===== src/rtl/sdm3_pkg.sv =====
package sdm3_pkg;

   // number of cascaded integrator stages
   localparam int unsigned SDM_ORDER = 3;

   // meaning of the output bit as a feedback level
   typedef enum logic {
      LVL_POS = 1'b0,
      LVL_NEG = 1'b1
   } sdm_level_e;

endpackage


===== src/rtl/sdm3_hold.sv =====
module sdm3_hold #(
   parameter int unsigned IN_W  = 10,
   parameter int unsigned ACC_W = 32
) (
   input  logic                    clk,
   input  logic                    rst,
   input  logic                    smp_valid,
   input  logic [IN_W-1:0]         smp_data,
   output logic signed [ACC_W-1:0] held_q
);

   localparam int unsigned EXT_W = ACC_W - IN_W;

   always_ff @(posedge clk) begin
      if (rst)
         held_q <= '0;
      else if (smp_valid)
         held_q <= {{EXT_W{smp_data[IN_W-1]}}, smp_data};
   end

   // the held value may only move on a strobe
   assert_hold_stable_R2: assert property (@(posedge clk) disable iff (rst)
      (!$past(rst) && !$past(smp_valid)) |-> $stable(held_q));

endmodule


===== src/rtl/sdm3_pair.sv =====
module sdm3_pair
   import sdm3_pkg::*;
#(
   parameter int unsigned ACC_W  = 32,
   parameter longint      FB_MAG = 512
) (
   input  logic                    clk,
   input  logic                    rst,
   input  sdm_level_e              level,
   input  logic signed [ACC_W-1:0] operand,
   output logic signed [ACC_W-1:0] pair_q
);

   localparam logic signed [ACC_W-1:0] FB = ACC_W'(FB_MAG);

   logic signed [ACC_W-1:0] fb_sel;

   // negative output level -> push the stage up, otherwise pull it down
   assign fb_sel = (level == LVL_NEG) ? FB : -FB;

   always_ff @(posedge clk) begin
      if (rst)
         pair_q <= '0;
      else
         pair_q <= operand + fb_sel;
   end

   // feedback direction: a negative output level raises the pair above its operand
   assert_fb_dir_R4: assert property (@(posedge clk) disable iff (rst)
      (!$past(rst) && $past(level) == LVL_NEG) |-> (pair_q > $past(operand)));

endmodule


===== src/rtl/sdm3_acc.sv =====
module sdm3_acc #(
   parameter int unsigned ACC_W    = 32,
   parameter longint      STEP_MAX = 0
) (
   input  logic                    clk,
   input  logic                    rst,
   input  logic signed [ACC_W-1:0] pair_d,
   output logic signed [ACC_W-1:0] acc_q
);

   always_ff @(posedge clk) begin
      if (rst)
         acc_q <= '0;
      else
         acc_q <= acc_q + pair_d;
   end

   if (STEP_MAX > 0) begin : g_step_chk
      localparam logic signed [ACC_W-1:0] LIM = ACC_W'(STEP_MAX);
      // a held 10-bit sample plus one FS correction bounds each step
      assert_step_bound_R2: assert property (@(posedge clk) disable iff (rst)
         !$past(rst) |-> (($signed(acc_q - $past(acc_q)) <= LIM) &&
                          ($signed(acc_q - $past(acc_q)) >= -LIM)));
   end

endmodule


===== src/rtl/sdm3_modulator.sv =====
module sdm3_modulator
   import sdm3_pkg::*;
#(
   parameter int unsigned IN_W  = 10,
   parameter int unsigned ACC_W = 32,
   parameter longint      GAIN1 = 1,
   parameter longint      GAIN2 = 48,
   parameter longint      GAIN3 = 768
) (
   input  logic            clk,
   input  logic            rst,
   input  logic            smp_valid,
   input  logic [IN_W-1:0] smp_data,
   output logic            bit_out
);

   localparam longint FS = longint'(1) <<< (IN_W - 1);

   function automatic longint stage_gain(int idx);
      case (idx)
         0:       return GAIN1;
         1:       return GAIN2;
         default: return GAIN3;
      endcase
   endfunction

   // elaboration-time parameter checks
   if (IN_W < 2 || IN_W >= ACC_W) begin : g_bad_width
      $error("sdm3_modulator: IN_W must be at least 2 and below ACC_W");
   end
   if (ACC_W > 62) begin : g_bad_acc
      $error("sdm3_modulator: ACC_W above 62 is not supported");
   end
   if ((FS * GAIN3 * 64) >= (longint'(1) <<< (ACC_W - 1))) begin : g_no_room
      $error("sdm3_modulator: ACC_W leaves too little headroom for the last stage");
   end

   logic signed [ACC_W-1:0] held_s;
   logic signed [ACC_W-1:0] opnd_v [SDM_ORDER];
   logic signed [ACC_W-1:0] pair_v [SDM_ORDER];
   logic signed [ACC_W-1:0] acc_v  [SDM_ORDER];
   sdm_level_e              lvl;

   sdm3_hold #(.IN_W(IN_W), .ACC_W(ACC_W)) u_hold (
      .clk       (clk),
      .rst       (rst),
      .smp_valid (smp_valid),
      .smp_data  (smp_data),
      .held_q    (held_s)
   );

   for (genvar i = 0; i < SDM_ORDER; i++) begin : g_stage
      localparam longint MAG  = FS * stage_gain(i);
      localparam longint STEP = (i == 0) ? 2 * FS : 0;

      if (i == 0) begin : g_first
         assign opnd_v[i] = held_s;
      end else begin : g_chain
         assign opnd_v[i] = acc_v[i-1];
      end

      sdm3_pair #(.ACC_W(ACC_W), .FB_MAG(MAG)) u_pair (
         .clk     (clk),
         .rst     (rst),
         .level   (lvl),
         .operand (opnd_v[i]),
         .pair_q  (pair_v[i])
      );

      sdm3_acc #(.ACC_W(ACC_W), .STEP_MAX(STEP)) u_acc (
         .clk    (clk),
         .rst    (rst),
         .pair_d (pair_v[i]),
         .acc_q  (acc_v[i])
      );
   end

   assign lvl     = sdm_level_e'(acc_v[SDM_ORDER-1][ACC_W-1]);
   assign bit_out = acc_v[SDM_ORDER-1][ACC_W-1];

   // reset leaves the output at the positive level
   assert_rst_out_R1: assert property (@(posedge clk)
      $past(rst) |-> !bit_out);

endmodule


===== config.mk =====
export PLATFORM = sky130hd
export DESIGN_NAME = sdm3_modulator
export DESIGN_NICKNAME = d
export VERILOG_FILES = /design/src/rtl/sdm3_pkg.sv /design/src/rtl/sdm3_hold.sv /design/src/rtl/sdm3_pair.sv /design/src/rtl/sdm3_acc.sv /design/src/rtl/sdm3_modulator.sv
export SDC_FILE = /design/constraint.sdc
export NUM_CORES = 1
export LEC_CHECK = 0
export BUFFER_PORTS_ARGS = -buffer_cell sky130_fd_sc_hd__buf_2
export CORE_MARGIN = 2
export CORE_UTILIZATION = 35
export DETAILED_ROUTE_END_ITERATION = 7
export PLACE_DENSITY_LB_ADDON = 0.08
export SLEW_MARGIN = 20
export SYNTH_ARGS = -nofsm -noshare
export SYNTH_HDL_FRONTEND = slang
export SYNTH_SLANG_ARGS = --single-unit
export TNS_END_PERCENT = 30

===== constraint.sdc =====
create_clock -name clk -period 7.5 [get_ports clk]
set_clock_uncertainty 0.1 [all_clocks]
set_input_delay 1.5 -clock clk [delete_from_list [all_inputs] [get_ports clk]]
set_output_delay 1.5 -clock clk [all_outputs]
set_load 0.02 [all_outputs]

[Word-level counts from Yosys, hierarchy flattened]
Index checks and enable logic that the tools add are counted.
Cells by class
  $add $sub $neg: 6
  muxes and demuxes: 3
Operators with widths (number)
  32-bit adder: 5
  32-bit 2-to-1 mux: 3
  10-bit by 32-bit adder with 32-bit output: 1
Word-level totals
  bits in registers: 202
  input port bits: 13
  output and inout port bits: 1
  word-level logic and storage cells: 16

[Depth between registers and ports, before layout]
Gate-level depths: netlist (run 1).
  depth after elaboration: 2
  mapped depth: 10
  gate-level depth less buffers: 10

[By module]
A second synthesis (run 1) with hierarchy kept.
Unflattened totals
  cells, all modules: 1639
  area, all modules: 13868.3 um^2
Modules (own cells, without submodules)
  sdm3_acc (g_stage[1].u_acc ...): times used 2, cells each 345, area each 2760.1 um^2, seq. area each 640.6 um^2
  sdm3_acc (g_stage[0].u_acc): times used 1, cells each 306, area each 2457.4 um^2, seq. area each 640.6 um^2
  sdm3_pair (g_stage[0].u_pair): times used 1, cells each 237, area each 2053.2 um^2, seq. area each 640.6 um^2
  sdm3_pair (g_stage[1].u_pair): times used 1, cells each 204, area each 1809.2 um^2, seq. area each 640.6 um^2
  sdm3_pair (g_stage[2].u_pair): times used 1, cells each 148, area each 1510.2 um^2, seq. area each 640.6 um^2
  sdm3_hold: times used 1, cells each 54, area each 518.0 um^2, seq. area each 200.2 um^2

[Worst setup path before layout (run 1)]
No wires, ideal clock.
  kind: register to register
  start: register g_stage[2].u_acc.acc_q[31]
  end: register g_stage[1].u_pair.pair_q[30]
  library setup time: 0.128 ns
  data arrival time: 2.940 ns
  required time: 7.272 ns
  path slack: 4.332 ns
  stages on the path, launching flop included: 10
  buffers on the path: 0
  clock period less this slack: 3.168 ns
  cell sequence: dfxtp_1 inv_1 ha_1 a21oi_1 o211ai_1 a41oi_1 o21ai_1 a221oi_1 xor2_1 nor2_1
Between the ends
  cells in the longest elaborated chain, start to end: 2
RTL lines
  start: declaration: RTL line sdm3_acc.sv:8  | output logic signed [ACC_W-1:0] acc_q
  start signal: assignment: RTL line sdm3_acc.sv:15  | acc_q <= acc_q + pair_d;
  32-bit 2-to-1 mux: RTL line sdm3_pair.sv:19  | assign fb_sel = (level == LVL_NEG) ? FB : -FB;
  32-bit adder: RTL line sdm3_pair.sv:25  | pair_q <= operand + fb_sel;
  end signal: assignment: RTL line sdm3_pair.sv:25
  end: declaration: RTL line sdm3_pair.sv:11  | output logic signed [ACC_W-1:0] pair_q
Every way passes these cells.
A chain may end at the register's enable or synchronous reset.

[Final worst setup path (run 1)]
Ends and elaborated chain as after synthesis.

==> run metrics, run 1 <==
half-perimeter wire length after detailed placement 18.61 mm; number of buffers inserted for hold repair after clock tree synthesis 0; setup total negative slack 0 ns; peak supply drop 0.1803 mV; Highest Clock Rate 0.2840 GHz; hold violation total from the final report 0; count of warnings emitted by yosys 0; cell types with the largest area share after synthesis dfxtp_1 33%, ha_1 14%, nor2_1 6.0%; pin count of the biggest net entering global routing 96; leading area contributor after synthesis dfxtp_1; instance count along the most critical hold path 1; leakage power 5.498 nW; async set-or-reset flop fraction in the synthesized netlist 0; result of the run complete, no violations; most used flip-flop cell after synthesis dfxtp_1; number of remaining DRC errors 0; vias in the first global route 8,460; Die Height 183.1 um; highest-delay cell along the critical path dfxtp_1; power per unit of standard cell area 403.1 mW/mm2; postcts setup bufs 0; type of origin of the critical path flop; first-pass iteration count of the detailed router 5; number of max-slew violations in the final report 0; unrepaired setup endpoints after global routing no; cell row count 65; max-cap check violation count 0; width of the chip 183.1 um; maximum level of the CTS H-tree 4; antenna violations before repair 0; critical path cell sequence inv_1 -> buf_4 -> ha_1 -> a21oi_1 -> o211ai_1 -> a41oi_1 -> o21ai_1 -> a221oi_1 -> xor2_1 -> nor2_1; synthesis-to-finish area growth 8.938%; length in cells of the worst reg-to-reg path 10; share of the synthesized area in the top cell type 0.3263; number of antenna diodes 0; period utilization 0.4695; overflow left after global routing 0; count of buffering cells on the critical path with inverters included 2; transition time at the pin with the least slew margin 0.9703 ns; clock edge transition at the registers on the reported setup and hold paths 0.08 ns; Worst setup EP type flop; syn_nets 1,457; clock net sink count 183; PostCTS Resize Cnt 0; fraction of final layout cells sized beyond drive strength 1 0.05873; wire length after detailed routing 24.62 mm; GP Congestion 0.8423; Mean Syn Cell Area 8.557 um2; number of synthesized register bits 183; total track usage 0.1522; Clock Latency Late Sink 0.44 ns; total CTS buffers 17; Starting Density 0.3558; worst rel slew slack 0.3531; number of instances in the synthesized netlist 1,312; final period demand of the worst path 3.521 ns; buffer type at the clock tree root clkbuf_16; core area 0.03156 mm2; Final ANT Viol Nets 0; register area share after synthesis 0.3263; maximum buffer depth of the clock tree 2; cell area after placement 0.01163 mm2; num ports 14; net total in the final layout 1,443; CP Max Fanout 20; delay of the slowest cell on the worst path 0.57 ns; Tightest Hold Check Type reg -> reg; Crit path arrival time 3.74 ns; required time reported for the critical path endpoint 7.72 ns; CP Class reg -> reg; via total after detailed routing 8,710; number of cells on the critical path 10; violation count after the first detailed-routing iteration 464; number of different library cells in the post-synthesis netlist 69; CTS tree built; first-pass GRT wire length 41.92 mm; Avg WL per Cell 14.37 um; Finished Cell Area 0.01223 mm2; area enclosed by the die boundary 0.03353 mm2; Setup violations, final 0; IO buf count 13; post-synthesis instance area 0.01123 mm2; Post-synth EDFFs 0; ratio of routed vias to standard cells 5.085; Top delay family on crit path compound AO/OA/AOI/OAI gates
## stage by stage
step,total power [W],worst slack (ns),hold WS [ns],util,std cells
2_1_floorplan,0.003493,4.332,0.3300,-,1312
3_3_place_gp,0.004040,4.042,0.3454,0.3684,1681
3_5_place_dp,0.004023,3.931,0.3517,0.3684,1681
4_1_cts,0.004981,3.895,0.3661,0.3876,1713
5_1_grt,0.005411,3.522,0.3774,0.3876,1713
6_report,0.004930,3.979,0.3634,0.3876,1713
## synth_stat cells, types with 7 or more instances
cell type / count
o21bai_1: 16
nor2_1: 179
a21oi_1: 100
nor3_1: 29
and2_1: 7
nand4_1: 17
a21o_1: 68
a211oi_1: 20
nand3_1: 25
nand2_1: 64
o21ai_1: 8
o211ai_1: 13
clkbuf_1: 41
mux2i_1: 11
o21ai_0: 60
o21a_1: 13
and3_1: 7
dfxtp_1: 183
xor2_1: 40
a31oi_1: 14
nor2b_1: 69
ha_1: 127
nand2b_1: 8
xnor2_1: 51
inv_1: 34
## cell families (layout without fill, tap and decap cells)
group,count (synthesis),after routing,synth area share
simple gates,430,430,0.1823
xor+xnor,91,91,0.07099
mux,22,22,0.02084
compound gates,371,371,0.2201
fa+ha+maj,132,132,0.1505
buf+inv,83,82,0.02898
flops,183,183,0.3263
## final timing paths
check | startpoint | endpoint | slack, ns
min | u_hold.held_q[3] | g_stage[0].u_pair.pair_q[3] | 0.36
min reg2reg | u_hold.held_q[3] | g_stage[0].u_pair.pair_q[3] | 0.36
max | g_stage[2].u_acc.acc_q[31] | g_stage[1].u_pair.pair_q[30] | 3.98
max reg2reg | g_stage[2].u_acc.acc_q[31] | g_stage[1].u_pair.pair_q[30] | 3.98
## state kept, by name, indices dropped and copies added (netlist names)
signal / flops
g_stage.u_pair.pair_q: 77
g_stage.u_acc.acc_q: 96
u_hold.held_q: 10
## report_power, final
part	switching, W	leakage [nW]	total (W)	internal [W]
sequential	0.000151	1.51	0.00137	0.00122
combinational	0.00148	3.69	0.00262	0.00114
clock	0.000449	0.300	0.000930	0.000482
## area by class of cell
| type | count | area (um2) |
|---|---|---|
| clock buffer | 17 | 425.4 |
| clock inverter | 15 | 178.9 |
| sequential | 183 | 3664 |
| timing repair buffer | 16 | 93.84 |
| inverter | 34 | 127.6 |
| multi-input combinational | 1046 | 7238 |
| fill | 3223 | 19320 |
| tap | 402 | 503.0 |
## worst reg2reg max path: cells and delay by family (launching register included)
family	cells	cell delay, ns
AO/OA/AOI/OAI	5	1.40
buffers and inverters	2	0.74
flip-flops	1	0.57
adder cells (fa/ha/maj)	1	0.35
XOR/XNOR	1	0.17
AND/OR/NAND/NOR	1	0.06
## layer usage
metal,wire [um],track usage,vias up
met4,288,0.03872,0
li1,-,-,4698
met1,13050,0.2173,3925
met5,0,0,-
met3,424,0.02462,18
met2,10850,0.2386,69
## cells in the final DEF, fill, tap and decap left out, types with 8 or more instances in the layout
| cell | instances |
|---|---|
| a211oi_1 | 20 |
| inv_1 | 34 |
| o21ai_0 | 60 |
| a21oi_1 | 100 |
| o21bai_1 | 16 |
| nor2b_1 | 69 |
| o21ai_1 | 8 |
| nand3_1 | 25 |
| nand4_1 | 17 |
| xor2_1 | 40 |
| dfxtp_1 | 183 |
| xnor2_1 | 51 |
| a31oi_1 | 14 |
| ha_1 | 127 |
| clkbuf_16 | 17 |
| mux2i_1 | 11 |
| a21o_1 | 68 |
| nor3_1 | 29 |
| nand2b_1 | 8 |
| nand2_1 | 64 |
| o211ai_1 | 13 |
| buf_2 | 12 |
| o21a_1 | 13 |
| nor2_1 | 179 |
(Power assumes the default switching activity.)
==> inputs of run 2 (changes only) <==
- clock period: 7.5 -> 3.4 ns (I/O delays scaled with it)
==> run 2 against run 1 <==
Core utilization is 0.059 points higher; via count barely moved; combinational power rose by 120%; die area is the same; sequential power up 120%; register-to-register slack worse by 3.7 ns; largest power group unchanged.
==> run metrics, run 2 (synthesis gave the netlist of run 1 again) <==
width of the chip 183.1 um (unchanged); CP Class reg -> reg; hold violation total from the final report 0 (unchanged); first-pass GRT wire length 42.05 mm (+0.31%); maximum buffer depth of the clock tree 2 (unchanged); worst rel slew slack 0.5379 (+0.1848); Fill cells 3,286 (+2.0%); flip-flop count of the largest register after layout 96 (unchanged); Die Height 183.1 um (unchanged); Highest Clock Rate 0.3193 GHz (+12%); Reg with most FFs g_stage.u_acc.acc_q; total CTS buffers 17 (unchanged); maximum level of the CTS H-tree 4 (unchanged); Crit path arrival time 3.35 ns (-0.39 ns); postcts setup bufs 0 (unchanged); vias in the first global route 8,633 (+2.0%); PostCTS Resize Cnt 0 (unchanged); violation count after the first detailed-routing iteration 325 (-30%); unrepaired setup endpoints after global routing no; required time reported for the critical path endpoint 3.62 ns (-4.10 ns); setup total negative slack 0 ns (unchanged); net total in the final layout 1,450 (+0.49%); power per unit of standard cell area 880.1 mW/mm2 (+120%); Multi-input gate area 0.007238 mm2 (unchanged); pin count of the biggest net entering global routing 89 (-7.3%); wire length after detailed routing 24.44 mm (-0.73%); final period demand of the worst path 3.132 ns (-0.3893 ns); buffer type at the clock tree root clkbuf_16; type of origin of the critical path flop; Final ANT Viol Nets 0 (unchanged); CP Max Fanout 4 (-80%); cell row count 65 (unchanged); synthesis-to-finish area growth 9.105%; launching point of the worst reg2reg path g_stage[1].u_acc.acc_q[0]; ratio of routed vias to standard cells 5.066 (-0.37%); number of max-slew violations in the final report 0 (unchanged); capture endpoint of the worst hold path g_stage[0].u_pair.pair_q[4]; critical register-to-register path endpoint g_stage[1].u_acc.acc_q[28]; antenna violations before repair 0 (unchanged); fraction of final layout cells sized beyond drive strength 1 0.06373 (+0.004999); core area 0.03156 mm2 (unchanged); instance count along the most critical hold path 1 (unchanged); most frequent standard cell in the layout excluding fill and tap cells dfxtp_1; via total after detailed routing 8,713 (+0.034%); CTS tree built; first-pass iteration count of the detailed router 4 (-1); Starting Density 0.3558 (unchanged); setup slack on the worst flop-to-flop path 0.27 ns (-3.71 ns); Worst setup EP type flop; area enclosed by the die boundary 0.03353 mm2 (unchanged); total track usage 0.1523 (about the same); registers with the highest flip-flop counts g_stage.u_acc.acc_q (96), g_stage.u_pair.pair_q (77), u_hold.held_q (10); max-cap check violation count 0 (unchanged); leakage power 5.513 nW (+0.27%); half-perimeter wire length after detailed placement 18.55 mm (-0.34%); IO buf count 13 (unchanged); flip-flop and latch area 0.003664 mm2 (unchanged); clock edge transition at the registers on the reported setup and hold paths 0.08 ns (about the same); number of buffers inserted for hold repair after clock tree synthesis 0 (unchanged); num ports 14 (unchanged); Tightest Hold Check Type reg -> reg; result of the run complete, no violations; peak supply drop 0.3891 mV (+120%); Setup violations, final 0 (unchanged); clock net sink count 183 (unchanged); Avg WL per Cell 14.21 um (-1.1%); commonest cells after routing, fill and taps aside 183 x dfxtp_1, 179 x nor2_1, 127 x ha_1; overflow left after global routing 0 (unchanged); core occupancy in the finished layout 0.3882 (+0.0005950); Clock Latency Late Sink 0.43 ns (about the same); number of antenna diodes 0 (unchanged); number of remaining DRC errors 0 (unchanged); period utilization 0.9212 (+0.4517); GP Congestion 0.8322 (-1.2%); transition time at the pin with the least slew margin 0.6757 ns (-0.2947 ns); hold path start u_hold.held_q[4]; length in cells of the worst reg-to-reg path 10 (unchanged)
[run 2: cell types whose count changed in the layout (fill, tap and decap cells not counted), sizes merged]
cell / before / now
bufinv: 1 / 0
buf: 16 / 23
clkinv: 4 / 6
clkinvlp: 0 / 1
inv: 44 / 42
[run 2: worst max-delay path by stage]
stage                               start                           end
2_1_floorplan  g_stage[2].u_acc.acc_q[31]  g_stage[1].u_pair.pair_q[30]
3_3_place_gp    g_stage[1].u_acc.acc_q[0]    g_stage[1].u_acc.acc_q[28]
3_5_place_dp    g_stage[1].u_acc.acc_q[0]    g_stage[1].u_acc.acc_q[28]
4_1_cts         g_stage[1].u_acc.acc_q[0]    g_stage[1].u_acc.acc_q[28]
5_1_grt         g_stage[1].u_acc.acc_q[0]    g_stage[1].u_acc.acc_q[28]
6_report        g_stage[1].u_acc.acc_q[0]    g_stage[1].u_acc.acc_q[28]
[run 2: layer usage]
layer  GRT usage  wire, um  vias to the layer above
li1            -         -                     4687
met1      0.2121     13040                     3960
met2      0.2476     10790                       54
met3     0.02323       376                       12
met4     0.03616       224                        0
met5           0         0                        -
[run 2: through the flow]
| step | instance area [um2] | total power [W] | worst slack, ns | hold WS (ns) | instances |
|---|---|---|---|---|---|
| finish | 12250 | 0.01078 | 0.2680 | 0.3620 | 1720 |
| floorplan | 11230 | 0.007706 | 0.2323 | 0.3300 | 1312 |
| global placement | 11690 | 0.008942 | 0.3055 | 0.3479 | 1688 |
| detailed placement | 11690 | 0.008918 | 0.2703 | 0.3520 | 1688 |
| global route | 12250 | 0.01185 | 0.08725 | 0.3762 | 1720 |
| CTS | 12250 | 0.01090 | 0.2475 | 0.3594 | 1720 |
[run 2: area by class of cell]
cell class / count / area share
multi-input cells: 1046 / 0.5909
flip-flops and latches: 183 / 0.2991
well taps: 402 / 0.04106
clock buffers: 17 / 0.03473
repair buffers: 23 / 0.01297
clock inverters: 15 / 0.01083
inverters: 34 / 0.01042
[run 2: critical path: stages (launching register included)]
cell       delay (ns)
dfxtp_1          0.32
ha_1             0.23
fa_1             0.43
a211oi_2         0.26
o21bai_1         0.16
a2111oi_2        0.44
o21ai_2          0.18
a31oi_2          0.23
o21ai_1          0.13
a21oi_1          0.18
mux2_1           0.34
[run 2: report_power, final]
part	switching (W)	leakage (nW)	internal, W
registers	0.000292	1.51	0.00270
logic	0.00332	3.73	0.00256
clock network	0.000941	0.276	0.000968
total	0.00455	5.51	0.00623
==> inputs of run 3 (changes only) <==
- SKIP_CTS_REPAIR_TIMING: default -> 1
- clock period: 3.4 -> 3.99 ns (I/O delays scaled with it)
==> run 3 against run 2 <==
Count of clock-buffer cells in the layout rose by 2; non-clock buffer count fell by 3; global-route usage fell by 0.051 points; sequential power fell by 15%; sequential share of layout area barely moved; sequential cell count did not move; clock power fell by 12%; core utilization barely moved; maximum frequency rose by 1.0%; combinational power fell by 16%; via count fell by 0.59%; first-iteration DRC count rose by 26%; largest power group unchanged.
==> run metrics, run 3 (synthesis gave the netlist of run 1 again) <==
result of the run complete, no violations; half-perimeter wire length after detailed placement 18.46 mm (-0.46%); max-cap check violation count 0 (unchanged); net total in the final layout 1,447 (-0.21%); setup slack at placement 0.8707 ns (+0.6004 ns); number of antenna diodes 0 (unchanged); Setup violations, final 0 (unchanged); maximum level of the CTS H-tree 4 (unchanged); flip-flop count of the largest register after layout 96 (unchanged); total CTS buffers 17 (unchanged); Tightest Hold Check Type reg -> reg; overflow left after global routing 0 (unchanged); wire length after detailed routing 24.28 mm (-0.65%); Fill cells 3,232 (-1.6%); peak supply drop 0.3402 mV (-13%); violation count after the first detailed-routing iteration 409 (+26%); worst rel slew slack 0.3291 (-0.2088); setup total negative slack 0 ns (unchanged); number of remaining DRC errors 0 (unchanged); power per unit of standard cell area 751.4 mW/mm2 (-15%); GP Congestion 0.7886 (-5.2%); flip-flop and latch area 0.003664 mm2 (unchanged); ratio of routed vias to standard cells 5.045 (-0.41%); number of cells in the finished layout apart from fillers 1,717 (-0.17%); Clock Latency Late Sink 0.43 ns (about the same); cell row count 65 (unchanged); Highest Clock Rate 0.3226 GHz (+1.0%); most frequent standard cell in the layout excluding fill and tap cells dfxtp_1; buffer type at the clock tree root clkbuf_16; clock net sink count 183 (unchanged); Die Height 183.1 um (unchanged); CP Class reg -> reg; synthesis-to-finish area growth 9.094% (about the same); Multi-input gate area 0.007238 mm2 (unchanged); first-pass iteration count of the detailed router 5 (+1); via total after detailed routing 8,662 (-0.59%); antenna violations before repair 0 (unchanged); required time reported for the critical path endpoint 4.22 ns (+0.60 ns); setup slack after layout 0.8905 ns (+0.6225 ns); Worst setup EP type flop; vias in the first global route 8,525 (-1.3%); clock edge transition at the registers on the reported setup and hold paths 0.07 ns (about the same); Inst Count DP 1,685 (-0.18%); Reg with most FFs g_stage.u_acc.acc_q; CTS tree built; period utilization 0.7768 (-0.1444); first-pass GRT wire length 41.63 mm (-1.0%); IO buf count 13 (unchanged); leakage power 5.501 nW (-0.22%); area enclosed by the die boundary 0.03353 mm2 (unchanged); type of origin of the critical path flop; registers with the highest flip-flop counts g_stage.u_acc.acc_q (96), g_stage.u_pair.pair_q (77), u_hold.held_q (10); Avg WL per Cell 14.14 um (-0.48%); CP Max Fanout 4 (unchanged); topmost layer with routed signal wires met4; unrepaired setup endpoints after global routing no; met2 WL 10.53 mm (-2.4%); pin count of the biggest net entering global routing 126 (+42%); final period demand of the worst path 3.099 ns (-0.03251 ns); hold violation total from the final report 0 (unchanged); num ports 14 (unchanged); Final ANT Viol Nets 0 (unchanged); Starting Density 0.3558 (unchanged); Crit path arrival time 3.33 ns (-0.02 ns); transition time at the pin with the least slew margin 1.006 ns (+0.3307 ns); fraction of final layout cells sized beyond drive strength 1 0.06008 (-0.003657); core area 0.03156 mm2 (unchanged); maximum buffer depth of the clock tree 2 (unchanged); commonest cells after routing, fill and taps aside 183 x dfxtp_1, 179 x nor2_1, 127 x ha_1; total track usage 0.1518 (-0.0005127); wire length on met3 455 um (+21%); number of max-slew violations in the final report 0 (unchanged); metal1 wirelength 13.06 mm (+0.11%); width of the chip 183.1 um (unchanged)
run 3: cell types whose count changed in the layout (fill, tap and decap cells not counted), sizes merged:
cell and delta:
inv -4, buf -3, bufinv +2, clkbuf +2
clkinv -1, clkinvlp +1
run 3: area by class of cell:
class	count	share of cell area
timing repair buffer	20	0.01113
sequential	183	0.2991
clock buffer	19	0.03535
tap	402	0.04107
clock inverter	13	0.01195
multi-input combinational	1046	0.5910
inverter	34	0.01042
run 3: report_power, final:
group          internal (W)  switching (W)
combinational       0.00216        0.00279
clock              0.000933       0.000762
sequential          0.00230       0.000252
total               0.00540        0.00381
run 3: per-layer routing:
metal / track usage / vias up
met4: 0.03872 / 0
met1: 0.2143 / 3903
met2: 0.2415 / 60
met3: 0.02363 / 16
met5: 0 / -
li1: - / 4683
run 3: path summary, 6_finish.rpt:
check,startpoint,to,slack (ns),depth (start not counted)
worst max-delay path,g_stage[1].u_acc.acc_q[0],g_stage[1].u_acc.acc_q[28],0.89,10
worst min-delay path,u_hold.held_q[4],g_stage[0].u_pair.pair_q[4],0.36,1
worst max register to register,g_stage[1].u_acc.acc_q[0],g_stage[1].u_acc.acc_q[28],0.89,10
worst min register to register,u_hold.held_q[4],g_stage[0].u_pair.pair_q[4],0.36,1
run 3: through the flow:
step                      utilization  power [W]  hold slack (ns)  cell area, um2
final                          0.3881   0.009203           0.3624           12250
after global routing           0.3881    0.01010           0.3806           12250
after CTS                      0.3881   0.009309           0.3661           12250
after detailed placement       0.3698   0.007571           0.3529           11670
after global placement         0.3698   0.007585           0.3444           11670
after floorplan                     -   0.006567           0.3300           11230
run 3: worst max-delay path, cell delays in order (launching register included):
cell and delay [ns]:
dfxtp_1 0.31, ha_1 0.23, fa_1 0.44, a211oi_2 0.27
o21bai_1 0.16, a2111oi_2 0.46, o21ai_2 0.19, a31oi_2 0.23
o21ai_1 0.12, a21oi_1 0.17, mux2_1 0.33
